===== config.mk =====
export PLATFORM = sky130hd
export DESIGN_NAME = fifo_seg_alloc
export DESIGN_NICKNAME = d
export VERILOG_FILES = /design/src/rtl/fifo_seg_pkg.sv /design/src/rtl/fseg_sizer.sv /design/src/rtl/fseg_mask.sv /design/src/rtl/fifo_seg_alloc.sv
export SDC_FILE = /design/constraint.sdc
export NUM_CORES = 1
export LEC_CHECK = 0
export ABC_CLOCK_PERIOD_IN_PS = 8450
export BUFFER_PORTS_ARGS = -buffer_cell sky130_fd_sc_hd__buf_2
export CAP_MARGIN = 15
export CORE_UTILIZATION = 31
export DETAILED_ROUTE_END_ITERATION = 6
export PLACE_DENSITY_LB_ADDON = 0.1
export REMOVE_ABC_BUFFERS = 1
export SYNTH_ARGS = -nofsm -noshare
export SYNTH_HDL_FRONTEND = slang
export SYNTH_SLANG_ARGS = --single-unit

===== constraint.sdc =====
create_clock -name clk_i -period 8.45 [get_ports clk_i]
set_input_delay 0.845 -clock clk_i [delete_from_list [all_inputs] [get_ports clk_i]]
set_output_delay 0.845 -clock clk_i [all_outputs]
set_load 0.05 [all_outputs]

===== src/rtl/fifo_seg_pkg.sv =====
`timescale 1ns/1ps
package fifo_seg_pkg;
    typedef enum logic {
        FS_IDLE = 1'b0,
        FS_SCAN = 1'b1
    } fs_state_e;
endpackage


===== src/rtl/fseg_sizer.sv =====
`timescale 1ns/1ps
module fseg_sizer #(
    parameter int MAXP_W  = 11,
    parameter int SLOT_W  = 3,
    parameter int UNIT_LG = 9,
    parameter int CNT_W   = 8
) (
    input  logic [MAXP_W-1:0] maxp_i,
    input  logic [SLOT_W-1:0] slot_i,
    output logic [CNT_W-1:0]  units_o
);
    localparam int TOT_W = MAXP_W + SLOT_W + 2;
    localparam logic [TOT_W-1:0] CNT_MAX = TOT_W'((1 << CNT_W) - 1);
    localparam logic [TOT_W-1:0] RND_ADD = TOT_W'((1 << UNIT_LG) - 1);

    logic [TOT_W-1:0] seg;
    logic [TOT_W-1:0] total;
    logic [TOT_W-1:0] rnd;

    always_comb begin
        seg = TOT_W'(1);
        for (int k = 0; k < MAXP_W; k++) begin
            if (seg < TOT_W'(maxp_i)) begin
                seg = seg << 1;
            end
        end
        total = seg * (TOT_W'(slot_i) + TOT_W'(1));
        rnd   = (total + RND_ADD) >> UNIT_LG;
        if (rnd == '0) begin
            units_o = CNT_W'(1);
        end else if (rnd > CNT_MAX) begin
            units_o = '1;
        end else begin
            units_o = rnd[CNT_W-1:0];
        end
    end
endmodule


===== src/rtl/fseg_mask.sv =====
`timescale 1ns/1ps
module fseg_mask #(
    parameter int UNITS = 128,
    parameter int OFS_W = 23,
    parameter int CNT_W = 8
) (
    input  logic [OFS_W-1:0] start_i,
    input  logic [CNT_W-1:0] len_i,
    output logic [UNITS-1:0] mask_o
);
    localparam int EW = OFS_W + 1;

    logic [EW-1:0] end_x;
    assign end_x = EW'(start_i) + EW'(len_i);

    for (genvar i = 0; i < UNITS; i++) begin : g_bit
        assign mask_o[i] = (EW'(i) >= EW'(start_i)) && (EW'(i) < end_x);
    end
endmodule


===== src/rtl/fifo_seg_alloc.sv =====
`timescale 1ns/1ps
module fifo_seg_alloc #(
    parameter int UNITS   = 128,
    parameter int UNIT_LG = 9,
    parameter int ADDR_W  = 32,
    parameter int MAXP_W  = 11,
    parameter int SLOT_W  = 3,
    parameter bit HS_ONLY = 1'b0
) (
    input  logic                       clk_i,
    input  logic                       rst_ni,
    input  logic [ADDR_W-1:0]          base_addr_i,
    input  logic [$clog2(UNITS):0]     unit_limit_i,
    input  logic                       req_valid_i,
    input  logic                       req_free_i,
    input  logic [MAXP_W-1:0]          req_maxp_i,
    input  logic [SLOT_W-1:0]          req_slot_i,
    input  logic                       req_dflt_slot_i,
    input  logic [ADDR_W-1:0]          req_addr_i,
    output logic                       req_ready_o,
    output logic                       done_o,
    output logic                       fail_o,
    output logic                       free_err_o,
    output logic [ADDR_W-1:0]          rsp_addr_o
);
    import fifo_seg_pkg::*;

    localparam int IDX_W = $clog2(UNITS);
    localparam int CNT_W = IDX_W + 1;
    localparam int OFS_W = ADDR_W - UNIT_LG;
    localparam logic [SLOT_W-1:0] DFLT_SLOT = HS_ONLY ? SLOT_W'(1) : SLOT_W'(2);
    localparam logic [CNT_W-1:0]  UNITS_C   = CNT_W'(UNITS);

    typedef struct packed {
        fs_state_e          st;
        logic [UNITS-1:0]   bmap;
        logic [CNT_W-1:0]   idx;
        logic [CNT_W-1:0]   run_start;
        logic [CNT_W-1:0]   run_len;
        logic [CNT_W-1:0]   need;
        logic [CNT_W-1:0]   limit;
        logic [ADDR_W-1:0]  base;
        logic               done;
        logic               fail;
        logic               ferr;
        logic [ADDR_W-1:0]  addr;
    } fs_regs_t;

    fs_regs_t r_d, r_q;

    logic [SLOT_W-1:0] slot_eff;
    logic [CNT_W-1:0]  units_req;
    logic [ADDR_W-1:0] ofs;
    logic [OFS_W-1:0]  fstart;
    logic [CNT_W-1:0]  lim_eff;
    logic [OFS_W-1:0]  m_start;
    logic [CNT_W-1:0]  m_len;
    logic [UNITS-1:0]  run_mask;
    logic              range_bad;
    logic              clear_bad;

    assign slot_eff = req_dflt_slot_i ? DFLT_SLOT : req_slot_i;
    assign ofs      = req_addr_i - base_addr_i;
    assign fstart   = OFS_W'(ofs >> UNIT_LG);
    assign lim_eff  = (unit_limit_i > UNITS_C) ? UNITS_C : unit_limit_i;

    fseg_sizer #(
        .MAXP_W  (MAXP_W),
        .SLOT_W  (SLOT_W),
        .UNIT_LG (UNIT_LG),
        .CNT_W   (CNT_W)
    ) u_sizer (
        .maxp_i  (req_maxp_i),
        .slot_i  (slot_eff),
        .units_o (units_req)
    );

    assign m_start = (r_q.st == FS_IDLE) ? fstart : OFS_W'(r_q.run_start);
    assign m_len   = (r_q.st == FS_IDLE) ? units_req : r_q.need;

    fseg_mask #(
        .UNITS (UNITS),
        .OFS_W (OFS_W),
        .CNT_W (CNT_W)
    ) u_mask (
        .start_i (m_start),
        .len_i   (m_len),
        .mask_o  (run_mask)
    );

    assign range_bad = ({1'b0, fstart} + (OFS_W+1)'(units_req)) > (OFS_W+1)'(lim_eff);
    assign clear_bad = |(run_mask & ~r_q.bmap);

    always_comb begin
        r_d      = r_q;
        r_d.done = 1'b0;
        r_d.fail = 1'b0;
        r_d.ferr = 1'b0;
        unique case (r_q.st)
            FS_IDLE: begin
                if (req_valid_i) begin
                    if (!req_free_i) begin
                        r_d.need      = units_req;
                        r_d.limit     = lim_eff;
                        r_d.base      = base_addr_i;
                        r_d.idx       = '0;
                        r_d.run_start = '0;
                        r_d.run_len   = '0;
                        r_d.st        = FS_SCAN;
                    end else begin
                        r_d.done = 1'b1;
                        r_d.addr = base_addr_i + (ADDR_W'(fstart) << UNIT_LG);
                        if (range_bad || clear_bad) begin
                            r_d.ferr = 1'b1;
                        end else begin
                            r_d.bmap = r_q.bmap & ~run_mask;
                        end
                    end
                end
            end
            FS_SCAN: begin
                if (r_q.idx >= r_q.limit) begin
                    r_d.done = 1'b1;
                    r_d.fail = 1'b1;
                    r_d.st   = FS_IDLE;
                end else if (r_q.bmap[r_q.idx[IDX_W-1:0]]) begin
                    r_d.run_len   = '0;
                    r_d.run_start = r_q.idx + CNT_W'(1);
                    r_d.idx       = r_q.idx + CNT_W'(1);
                end else if (r_q.run_len + CNT_W'(1) == r_q.need) begin
                    r_d.bmap = r_q.bmap | run_mask;
                    r_d.done = 1'b1;
                    r_d.addr = r_q.base + (ADDR_W'(r_q.run_start) << UNIT_LG);
                    r_d.st   = FS_IDLE;
                end else begin
                    r_d.run_len = r_q.run_len + CNT_W'(1);
                    r_d.idx     = r_q.idx + CNT_W'(1);
                end
            end
            default: r_d.st = FS_IDLE;
        endcase
    end

    always_ff @(posedge clk_i or negedge rst_ni) begin
        if (!rst_ni) begin
            r_q <= '{st: FS_IDLE, default: '0};
        end else begin
            r_q <= r_d;
        end
    end

    assign req_ready_o = (r_q.st == FS_IDLE);
    assign done_o      = r_q.done;
    assign fail_o      = r_q.fail;
    assign free_err_o  = r_q.ferr;
    assign rsp_addr_o  = r_q.addr;
endmodule


==> Yosys cells after proc, flatten, opt, wreduce, memory -nomap -nowiden <==
Index checks and enable logic that the tools add are counted.
{ "op_classes": {"addsub": 9, "multipliers": 1, "order_cmp": 272, "eq_ne": 10, "muxes": 49, "bitwise_logic": 7, "reduce_logical": 136} }
{ "ops": {"columns": ["cell", "n"], "rows": [
  ["$lt A7 B24 Y1 const A", 64],
  ["$ge A7 B23 Y1 const A", 64],
  ["$lt A6 B24 Y1 const A", 32],
  ["$ge A6 B23 Y1 const A", 32],
  ["$lt A5 B24 Y1 const A", 16],
  ["$ge A5 B23 Y1 const A", 16],
  ["$pmux W153 S2", 1],
  ["$mux W129", 2],
  ["$and A128 B128 Y128", 2],
  ["$mux W128", 2],
  ["$not A128 Y128", 2],
  ["$mux W202", 1],
  ["$lt A4 B24 Y1 const A", 8],
  ["$ge A4 B23 Y1 const A", 8],
  ["$mux W16", 10],
  ["$mux W152", 1],
  ["$lt A16 B11 Y1", 9],
  ["$logic_and A1 B1 Y1", 128],
  ["$or A128 B128 Y128", 1],
  ["$reduce_or A128 Y1", 1],
  ["$lt A3 B24 Y1 const A", 4],
  ["$mux W32", 3],
  ["$ge A3 B23 Y1 const A", 4],
  ["$mux W72", 1],
  ["39 further kinds", 72]
]} }
{ "totals": {"ff_bits": 236, "input_bits": 91, "out_inout_bits": 36, "elab_cells": 496} }

==> Depth between registers and ports, before layout <==
Gate-level depths: netlist (run 1).
{ "logic_depth": {"depth_word": 38, "mapped_depth": 143, "mapped_depth_nobuf": 135} }

==> By module <==
Synthesis (run 1) repeated with hierarchy kept, for this count alone.
{ "unflattened": {"hier_cells": 3192, "hier_area_um2": 25066.5} }
{ "by_module_without_submodules": {"columns": ["module", "instances", "cells_per_inst", "area_each_um2", "seq_area_each_um2"], "rows": [
  ["fifo_seg_alloc", 1, 1878, 16480.8, 5905.7],
  ["fseg_sizer", 1, 663, 4901.0, 0.0],
  ["fseg_mask", 1, 651, 3684.8, 0.0]
]} }

==> Least setup slack after synthesis (run 1) <==
Ideal clock, no wire load.
{ "synth_timing": {"kind": "input to register", "from": "input port req_maxp_i[7]", "to": "register r_q[122] in the netlist's numbering", "setup_time_ns": 0.122, "t_arrival_ns": 27.330, "required_ns": 8.328, "setup_slack_ns": -19.001, "path_stages": 131, "path_buffers": 7, "path_cell_list": "nor3_1 nand4_1 nand2b_1 or3_1 ha_1 a21oi_1 or3_1 ha_1 ha_1 a21o_1 a21oi_1 nor3_1 nor2_1 a21oi_1 inv_1 ha_1 a21o_1 a21o_1 [... 95 more ...] a21oi_1 nor2b_1 o21ai_0 nor4_1 nand4_1 or4b_1 a22o_1 a311o_1 or3_1 o311ai_2 o221ai_1 a2111o_1 or4_1 nor4_2 buf_4 buf_4 nand2_1 a32o_1"} }
{ "synth_via": {"elab_chain_cells": 37} }
{ "synth_lines": {"columns": ["element", "line_no", "source"], "rows": [
  ["start: declaration", "fifo_seg_alloc.sv:16", "input logic [MAXP_W-1:0] req_maxp_i,"],
  ["$lt A1 B11 Y1", "fseg_sizer.sv:23", "if (seg < TOT_W'(maxp_i)) begin"],
  ["$mux W2", "fseg_sizer.sv:23", null],
  ["$lt A2 B11 Y1", "fseg_sizer.sv:23", null],
  ["$mux W16", "fseg_sizer.sv:23", null],
  ["$lt A16 B11 Y1", "fseg_sizer.sv:23", null],
  ["$mux W16", "fseg_sizer.sv:23", null],
  ["$lt A16 B11 Y1", "fseg_sizer.sv:23", null],
  ["$mux W16", "fseg_sizer.sv:23", null],
  ["[... 13 more ...]", null, null],
  ["$mux W16 *", "fseg_sizer.sv:23", null],
  ["$mul A16 B16 Y16 *", "fseg_sizer.sv:27", "total = seg * (TOT_W'(slot_i) + TOT_W'(1));"],
  ["$add A16 B9 Y16 *", "fseg_sizer.sv:28", "rnd = (total + RND_ADD) >> UNIT_LG;"],
  ["$gt A7 B8 Y1", "fseg_sizer.sv:31", "end else if (rnd > CNT_MAX) begin"],
  ["$mux W8", "fseg_sizer.sv:31", null],
  ["$mux W8 *", "fseg_sizer.sv:29", "if (rnd == '0) begin"],
  ["via u_sizer.units_o[6]", "fseg_sizer.sv:10", "output logic [CNT_W-1:0] units_o"],
  ["parallel branches: the longest is 10 deep, another holds $add A23 B8 Y24", null, null],
  ["end signal: assignment", "fifo_seg_alloc.sv:148", "r_q <= r_d;"],
  ["end: declaration", "fifo_seg_alloc.sv:49", "fs_regs_t r_d, r_q;"]
]} }
Mark *: on every way through the listed nets, which the timed path passes. The select of a mux whose other input is x is not followed.
A chain may end at the register's enable or synchronous reset.

==> Worst setup path after layout (run 1) <==
{ "layout_timing": {"from": "input port req_maxp_i[6]", "to": "register r_q[127] in the netlist's numbering"} }
{ "layout_via": {"elab_chain_cells": 37} }
{ "layout_lines": {"columns": ["element", "line_no"], "rows": [
  ["$lt A1 B11 Y1", "fseg_sizer.sv:23"],
  ["$mux W2", "fseg_sizer.sv:23"],
  ["$lt A2 B11 Y1", "fseg_sizer.sv:23"],
  ["$mux W16", "fseg_sizer.sv:23"],
  ["$lt A16 B11 Y1", "fseg_sizer.sv:23"],
  ["$mux W16", "fseg_sizer.sv:23"],
  ["$lt A16 B11 Y1", "fseg_sizer.sv:23"],
  ["$mux W16", "fseg_sizer.sv:23"],
  ["[... 13 more ...]", null],
  ["$mux W16 *", "fseg_sizer.sv:23"],
  ["$mul A16 B16 Y16 *", "fseg_sizer.sv:27"],
  ["$add A16 B9 Y16 *", "fseg_sizer.sv:28"],
  ["$gt A7 B8 Y1", "fseg_sizer.sv:31"],
  ["$mux W8", "fseg_sizer.sv:31"],
  ["$mux W8 *", "fseg_sizer.sv:29"],
  ["via u_sizer.units_o[6]", "fseg_sizer.sv:10"],
  ["parallel branches: the longest is 10 deep, another holds $add A23 B8 Y24", null]
]} }
Marks and branches as above.

==> key figures, run 1 <==
Status
  • Result of the run: complete, but fails checks
  • Failing checks: negative setup slack

Timing
  • Headroom to the max-slew limit: between 20% and 30%
  • Total setup violations reported at the end of the flow: 136
  • Min Tclk post-route: between 20 and 25 ns
  • Max-slew violations: 0
  • Maximum clock skew at final layout: between 0.04 and 0.05 ns
  • Post-layout worst setup margin: -16.44 ns
  • Final hold violation count: 0
  • Share of the cycle needed by the critical path after routing: 294.6%
  • Transition time at the pin with the least slew margin: roughly 1.2 ns
  • Maximum clock frequency: between 0.04 and 0.05 GHz
  • Setup repair after global routing missed its margin: true

Floorplanning
  • Effective utilization at floorplan: a little under a third
  • Die Height: ~280 µm
  • Std-Cell Rows: 101
  • Die Wd: 280.3 µm
  • Core area: roughly 0.076 mm²
  • Number of top-level design ports: around 130
  • Floorplan die area: 0.07857 mm²

Logic synthesis
  • Post-Synthesis Cells: about 3100
  • Top flip-flop cell by instance count after synthesis: sky130_fd_sc_hd__dfrtp_1
  • Synth Area in Compound Gates: a little over a quarter
  • Largest family of logic cells by synthesized area: compound AO/OA/AOI/OAI gates
  • Total of flip-flops plus latches after synthesis: around 240
  • Seq/Total Area, Yosys: between 20% and 30%
  • Multiplexer fraction of the synthesized cell area: ~6.5%
  • Synth Area in Adders: approximately 11%
  • Count of different cell masters after synthesis: 89
  • Total standard cell area after synthesis: approximately 0.024 mm²
  • Xor and xnor fraction of the mapped netlist area: ~3.4%
  • Share of flip-flops with an asynchronous set or reset: 100.0%
  • Share of Yosys cell area claimed by the top area cell type: 24.49%
  • Synth Area per Inst: around 8 µm²
  • Warnings from Yosys: 0
  • Biggest area consumer among synthesized cells: sky130_fd_sc_hd__dfrtp_1
  • Simple-gate portion of the synthesized area: a little under 20%
  • Dominant cells by area after synthesis: sky130_fd_sc_hd__dfrtp_1, sky130_fd_sc_hd__ha_1, sky130_fd_sc_hd__nand2_1
  • Number of enable-type register cells in the synthesized netlist: 0

Setup path
  • Delay of the slowest cell on the worst path: 0.54 ns
  • WP data arrival: 25.33 ns
  • Count of cells along the worst register-to-register path: 30
  • CP endpoint kind: flip-flop
  • Critical path class: input pin to flip-flop
  • Crit path launch type: input pin
  • CP max-delay cell: sky130_fd_sc_hd__or4b_1
  • Worst Path Required: slightly below 9 ns
  • Maximum fanout encountered on the critical timing path: 8
  • Most common cell on crit path: sky130_fd_sc_hd__a21oi_2

Power
  • Maximum VDD drop: between 200 and 300 µV
  • Net switching power of the design: about 7.1 mW
  • Leak Pwr: between 15 and 20 nW
  • Combinational cell fraction of total power: about three quarters
  • Switching fraction of total power: between 50% and 60%
  • Pint: between 6 and 7 mW
  • Power Density: 377.9 mW/mm²
  • Portion of total power attributed to sequential cells: roughly an eighth
  • Clock network fraction of design power: roughly 12%

Detailed routing
  • DRC violation count after routing: 0
  • First drt pass iteration count: 5
  • Average via count per standard cell: 5.658
  • Average detailed-routed wire length per instance: 24.62 µm
  • Number of violations reported at the end of detailed-routing iteration 0: approximately 2200
  • DRT Wirelength: 122300 µm
  • Routed Antenna Nets: 0
  • Vias: 28107

Global routing
  • Leftover overflow at the end of global routing: 0
  • Grt met2 use: 50.84%
  • Maximum number of pins on one net before global-route repair: between 100 and 150
  • Wire length of the first global-routing pass: 181400 µm
  • Number of antenna violations at the first check in global routing: 3
  • Overall fraction of global-route tracks in use: a little under a third
  • Via count of the first global-routing pass: ~28000
  • Met1 Track Usage GR: between 30% and 40%
  • Top Usage Layer GRT: met2
  • Met3 routing resource usage after global routing: slightly above 6%

Cells and area
  • Net count reported at finish: 4207
  • Syn-to-layout area delta: 48.03%
  • Layout Cell Area excl Fill: roughly 0.036 mm²
  • Commonest cells after routing, fill and taps aside: sky130_fd_sc_hd__buf_4, sky130_fd_sc_hd__nand2_1, sky130_fd_sc_hd__nor2_1, sky130_fd_sc_hd__dfrtp_1, sky130_fd_sc_hd__inv_1
  • Leading cell type in the layout, fill and taps excluded: sky130_fd_sc_hd__buf_4
  • Fraction of final layout cells sized beyond drive strength 1: about 38%

Clock tree
  • Clock insertion delay at the later pin of the skew report: 0.59 ns
  • Number of buffers inserted by hold repair at cts: 0
  • Inserted Clock Buffers: 35
  • CTS root buffer: sky130_fd_sc_hd__clkbuf_16
  • Reg clk slew, reported paths: roughly 0.060 ns
  • H-tree depth reported by CTS: 2
  • Number of clock sinks seen by CTS: around 240
  • Clock tree from TritonCTS: done
  • Number of buffers on the longest clock path: 3

Placement
  • Total half-perimeter wirelength after legalization and detailed placement: 90340 µm
  • Pre-CTS setup slack: -20.65 ns
  • Placed instance area: between 0.03 and 0.04 mm²
  • Number of input and output port buffers inserted: 126
  • Final weighted congestion in routability-driven placement: 1.021

Flow run
  • Number of maximum-capacitance violations: 0

Hold path
  • Classification of the worst-slack hold path: input pin to asynchronous set/reset pin
==> per-layer routing <==
| metal | up-vias | share of wire [%] |
|---|---|---|
| met5 | - | 0.019 |
| li1 | 12901 | - |
| met4 | 4 | 4.3 |
| met3 | 296 | 7.3 |
| met1 | 13837 | 42 |
| met2 | 1069 | 46 |
==> worst max-delay path, delay by kind of cell <==
family                   cells  cell delay (ns)
AO/OA/AOI/OAI               51             8.60
XOR/XNOR                     2             0.34
adder cells (fa/ha/maj)     17             4.45
buffers and inverters       23             2.76
multiplexers                 6             1.63
AND/OR/NAND/NOR             34             6.64
==> stage by stage <==
step / setup TNS (ns) / instances / total power, mW / utilization [%] / hold WS (ns)
floorplan: -3313.27 / 2884 / 5.687 / - / 0.4466
global placement: -2614.64 / 4737 / 11.14 / 40.03 / 0.4584
detailed placement: -2726.95 / 4737 / 11.10 / 40.03 / 0.4632
CTS: -2087.93 / 4932 / 13.03 / 45.14 / 0.3285
global route: -2334.74 / 4967 / 14.00 / 46.56 / 0.3335
finish: -2179.03 / 4968 / 13.43 / 46.57 / 0.2662
==> synth_stat cells, drive strengths merged (25+ instances only) <==
cell	number
nand2	360
nor2	291
o21ai	282
dfrtp	235
inv	216
a21oi	208
ha	179
clkbuf	136
nor3	74
nand3	67
buf	56
xnor2	56
a31oi	53
o2bb2ai	48
o211ai	44
a21o	43
mux4	42
nand2b	40
a211oi	39
o21a	37
xor2	37
nor2b	36
mux2	33
a22oi	28
a22o	25
and2	25
and3	25
fa	25
mux2i	25
nor4	25
==> registers in the layout, indices dropped and copies added, names as in the netlist <==
name / flops
r_q: 200
free_err_o: 1
fail_o: 1
rsp_addr_o: 32
done_o: 1
==> final timing paths <==
path / slack (ns) / endpoint / start
min reg2reg: 0.48 / r_q[42] / r_q[42]
max in group asynchronous: 6.83 / r_q[137] / rst_ni
min in group clk_i: 0.48 / r_q[42] / r_q[42]
min: 0.27 / r_q[39] / rst_ni
max: -16.44 / r_q[127] / req_maxp_i[6]
max reg2reg: 1.00 / r_q[127] / r_q[235]
==> power groups by stage <==
stage / combinational, mW / clock (mW) / sequential (mW)
2_1_floorplan: 3.74 / 0 / 1.95
3_5_place_dp: 9.42 / 0 / 1.67
4_1_cts: 9.77 / 1.60 / 1.66
5_1_grt: 10.7 / 1.64 / 1.70
3_3_place_gp: 9.47 / 0 / 1.67
6_report: 10.2 / 1.56 / 1.66
==> kinds of logic (layout without fill, tap and decap cells) <==
group / count (synthesis) / after routing
compound gates: 1002 / 1002
xor+xnor: 93 / 93
fa+ha+maj: 204 / 204
buf+inv: 410 / 1271
flops: 235 / 235
mux: 100 / 100
other cells: 0 / 1
simple gates: 1032 / 1032
==> cell type report <==
cell class / instances / area [µm²]
fill: 7635 / 40780
timing repair buffer: 991 / 7830
clock inverter: 15 / 198.9
tap: 1030 / 1289
multi-input combinational: 2431 / 18540
antenna: 1 / 2.502
inverter: 218 / 820.8
sequential: 235 / 5883
clock buffer: 47 / 982.2
==> what timing repair did <==
item	in CTS	in global routing
gates cloned	10	2
endpoints found under the setup margin	136	136
gates resized for setup	388	201
pin swaps	111	94
buffers inserted	126	45
No activity file was read; power rests on OpenSTA's default activity.
==> run 2: changes to the inputs <==
ABC_CLOCK_PERIOD_IN_PS = 29400   (was 8450)
CORE_ASPECT_RATIO = 1.5   (was unset)
TNS_END_PERCENT = 10   (was unset)
clock period = 29.4 ns   (was 8.45 ns; I/O delays follow)
==> run 2 against run 1 <==
Effect of this change: clock power decreased by 73%; via count shrank 10%; critical path depth down 2; critical path type unchanged; the flow now finishes without violations.
==> key figures, run 2 (synthesis gave the netlist of run 1 again) <==
Global routing
  • Maximum number of pins on one net before global-route repair: 136 (was 142)
  • Leftover overflow at the end of global routing: 0 (unchanged)
  • Via count of the first global-routing pass: 25536 (was 28322)
  • Number of antenna violations at the first check in global routing: 2 (was 3)
  • Overall fraction of global-route tracks in use: 29.39% (was 30.64%)
  • Wire length of the first global-routing pass: 171600 µm (was 181400 µm)

Cells and area
  • Layout Cell Area excl Fill: 0.02834 mm² (was 0.03554 mm²)
  • Number of inserted diodes: 0 (was 1)
  • Largest register FFs: 200 (unchanged)
  • Post-layout instance count excluding filler cells: 4292 (was 4968)
  • Leading cell type in the layout, fill and taps excluded: sky130_fd_sc_hd__nand2_1 (was sky130_fd_sc_hd__buf_4)
  • Syn-to-layout area delta: 18.02% (was 48.03%)
  • Top register by number of flip-flops: r_q (unchanged)
  • Fraction of final layout cells sized beyond drive strength 1: 17.30% (was 37.95%)
  • Fill cells: 8044 (was 7635)
  • Net count reported at finish: 3557 (was 4207)
  • Commonest cells after routing, fill and taps aside: sky130_fd_sc_hd__nand2_1, sky130_fd_sc_hd__nor2_1, sky130_fd_sc_hd__o21ai_0, sky130_fd_sc_hd__dfrtp_1, sky130_fd_sc_hd__inv_1 (was sky130_fd_sc_hd__buf_4, sky130_fd_sc_hd__nand2_1, sky130_fd_sc_hd__nor2_1, sky130_fd_sc_hd__dfrtp_1, sky130_fd_sc_hd__inv_1)

Floorplanning
  • Floorplan die area: 0.07860 mm² (was 0.07857 mm²)
  • Number of top-level design ports: 127 (unchanged)
  • Die Wd: 229.2 µm (was 280.3 µm)
  • Die Height: 342.9 µm (was 280.3 µm)
  • Core area: 0.07649 mm² (was 0.07633 mm²)
  • Effective utilization at floorplan: 31.39% (was 31.46%)
  • Std-Cell Rows: 124 (was 101)

Power
  • Net switching power of the design: 1.930 mW (was 7.128 mW)
  • Maximum VDD drop: 69.71 µV (was 259.0 µV)
  • Power Density: 114.1 mW/mm² (was 377.9 mW/mm²)
  • Switching fraction of total power: 59.71% (was 53.08%)
  • Pint: 1.302 mW (was 6.302 mW)
  • Clock network fraction of design power: 12.9% (was 11.6%)
  • Total Power Consumption: 3.232 mW (was 13.43 mW)
  • Portion of total power attributed to sequential cells: 14.5% (was 12.4%)
  • Leak Pwr: 12.36 nW (was 16.08 nW)
  • Combinational cell fraction of total power: 72.6% (was 76.0%)

Timing
  • Final hold violation count: 0 (unchanged)
  • Maximum clock skew at final layout: 0.05679 ns (was 0.04295 ns)
  • Min Tclk post-route: ~28 ns
  • Share of the cycle needed by the critical path after routing: ~94%
  • Maximum clock frequency: 0.03603 GHz
  • Sum of negative setup slack: 0 ns (was -2179.03 ns)
  • Headroom to the max-slew limit: 16.31% (was 20.29%)
  • Max-slew violations: 0 (unchanged)
  • Total setup violations reported at the end of the flow: 0 (was 136)
  • Transition time at the pin with the least slew margin: 1.251 ns (was 1.193 ns)

Setup path
  • Critical path class: input pin to flip-flop (unchanged)
  • Count of cells along the worst register-to-register path: 31 (was 30)
  • Maximum fanout encountered on the critical timing path: 11 (was 8)
  • Most common cell on crit path: sky130_fd_sc_hd__ha_1 (was sky130_fd_sc_hd__a21oi_2)
  • WP data arrival: 28.18 ns (was 25.33 ns)
  • Worst flop-to-flop path startpoint: r_q[235] (unchanged)
  • CP max-delay cell: sky130_fd_sc_hd__fa_1 (was sky130_fd_sc_hd__or4b_1)
  • Terminus of the critical flop-to-flop path: r_q[147] (was r_q[127])
  • Crit path launch type: input pin (unchanged)
  • Delay of the slowest cell on the worst path: 0.53 ns (was 0.54 ns)
  • Setup slack on the worst flop-to-flop path: 21.27 ns (was 1.00 ns)
  • CP endpoint kind: flip-flop (unchanged)
  • Worst Path Required: 29.83 ns (was 8.88 ns)

Hold path
  • Classification of the worst-slack hold path: flip-flop to flip-flop (was input pin to asynchronous set/reset pin)
  • Endpoint with the worst hold slack: r_q[35]
  • WHS Path Cells: 2
  • Hold Crit Start: r_q[35]

Placement
  • Placed instance area: 0.02679 mm² (was 0.03055 mm²)
  • Final weighted congestion in routability-driven placement: 1.020 (was 1.021)
  • Total half-perimeter wirelength after legalization and detailed placement: 89220 µm (was 90340 µm)
  • Placed cell count: 4222 (was 4737)
  • Number of input and output port buffers inserted: 126 (unchanged)

Detailed routing
  • Number of violations reported at the end of detailed-routing iteration 0: 1905 (was 2163)
  • First drt pass iteration count: 6 (was 5)
  • Average via count per standard cell: 5.888 (was 5.658)
  • Routed Antenna Nets: 0 (unchanged)
  • Average detailed-routed wire length per instance: 27.50 µm (was 24.62 µm)
  • DRC violation count after routing: 0 (unchanged)
  • DRT Wirelength: 118000 µm (was 122300 µm)
  • Vias: 25273 (was 28107)

Clock tree
  • Inserted Clock Buffers: 29 (was 35)
  • Number of clock sinks seen by CTS: 235 (unchanged)
  • CTS root buffer: sky130_fd_sc_hd__clkbuf_16 (unchanged)
  • Reg clk slew, reported paths: 0.06 ns (about the same)
  • Clock tree from TritonCTS: done (unchanged)
  • Number of buffers on the longest clock path: 3 (unchanged)
  • H-tree depth reported by CTS: 1 (was 2)
  • Clock insertion delay at the later pin of the skew report: 0.63 ns (was 0.59 ns)
  • Number of buffers inserted by hold repair at cts: 0 (unchanged)

Status
  • Result of the run: complete, no violations (was complete, but fails checks)

Flow run
  • Number of maximum-capacitance violations: 0 (unchanged)
-- run 2: changes by cell type in the layout (fill, tap and decap cells not counted), moves of 24 or more --
| cell | before | now |
|---|---|---|
| sky130_fd_sc_hd__buf_4 | 785 | 202 |
| sky130_fd_sc_hd__o21ai_2 | 68 | 4 |
| sky130_fd_sc_hd__o2bb2ai_2 | 34 | 0 |
| sky130_fd_sc_hd__nand2_1 | 307 | 359 |
| sky130_fd_sc_hd__nand2_4 | 34 | 0 |
| sky130_fd_sc_hd__buf_6 | 40 | 4 |
| sky130_fd_sc_hd__o2bb2ai_1 | 14 | 48 |
| sky130_fd_sc_hd__ha_1 | 152 | 179 |
| sky130_fd_sc_hd__ha_4 | 25 | 0 |
| sky130_fd_sc_hd__a21oi_1 | 172 | 196 |
| sky130_fd_sc_hd__o21ai_0 | 183 | 249 |
-- run 2: how the worst max path moves through the flow --
stage	start	endpoint	slack (ns)	cells after the start
floorplan	req_maxp_i[7]	r_q[140]	-6.47	124
global placement	req_maxp_i[7]	r_q[189]	0.004	137
detailed placement	req_maxp_i[7]	r_q[113]	-0.64	139
CTS	req_maxp_i[7]	r_q[147]	0.05	142
global route	req_maxp_i[7]	r_q[147]	-0.05	144
finish	req_maxp_i[7]	r_q[147]	1.65	131
-- run 2: critical path, delay by kind of cell --
| kind | cells | cell delay [ns] |
|---|---|---|
| AO/OA/AOI/OAI | 47 | 8.35 |
| buffers and inverters | 24 | 3.06 |
| AND/OR/NAND/NOR | 36 | 6.89 |
| adder cells (fa/ha/maj) | 16 | 4.77 |
| XOR/XNOR | 1 | 0.20 |
| multiplexers | 7 | 1.94 |
-- run 2: stage by stage --
step           setup WS (ns)  hold slack, ns  util (%)
6_report               1.647          0.4789     37.05
5_1_grt             -0.04616          0.5137     37.05
4_1_cts              0.04594          0.4848     36.41
3_5_place_dp         -0.6424          0.4685     35.02
3_3_place_gp        0.003890          0.4609     35.01
2_1_floorplan         -6.474          0.4466         -
-- run 2: area by class of cell --
class                   instances  area, µm²  area share [%]
clock inverters                18      280.3          0.9890
well taps                    1008       1261           4.451
clock buffers                  35      778.2           2.746
multi-input cells            2431      16840           59.42
repair buffers                347       2476           8.738
flip-flops and latches        235       5884           20.76
inverters                     218      818.3           2.888
-- run 2: what timing repair did --
action                                  in CTS  in global routing
pin swaps                                    0                 12
gates cloned                                 0                  3
buffers inserted                             0                 13
gates resized for setup                      1                 81
endpoints found under the setup margin      24                129
-- run 2: power groups by stage --
stage	registers [mW]	clock network, mW	logic, mW
after global placement	0.472	0	2.24
after detailed placement	0.473	0	2.23
after global routing	0.478	0.436	2.44
final	0.469	0.416	2.35
after CTS	0.468	0.426	2.24
after floorplan	0.559	0	1.08
-- run 2: metal layers --
metal / share of wire, % / wire, µm / GRT usage, % / up-vias
met3: 5.4 / 6360 / 3.499 / 331
li1: - / - / - / 11570
met4: 6.9 / 8125 / 18.28 / 2
met1: 38 / 45260 / 33.32 / 12410
met5: 0.011 / 13 / 0 / -
met2: 49 / 58260 / 52.42 / 960
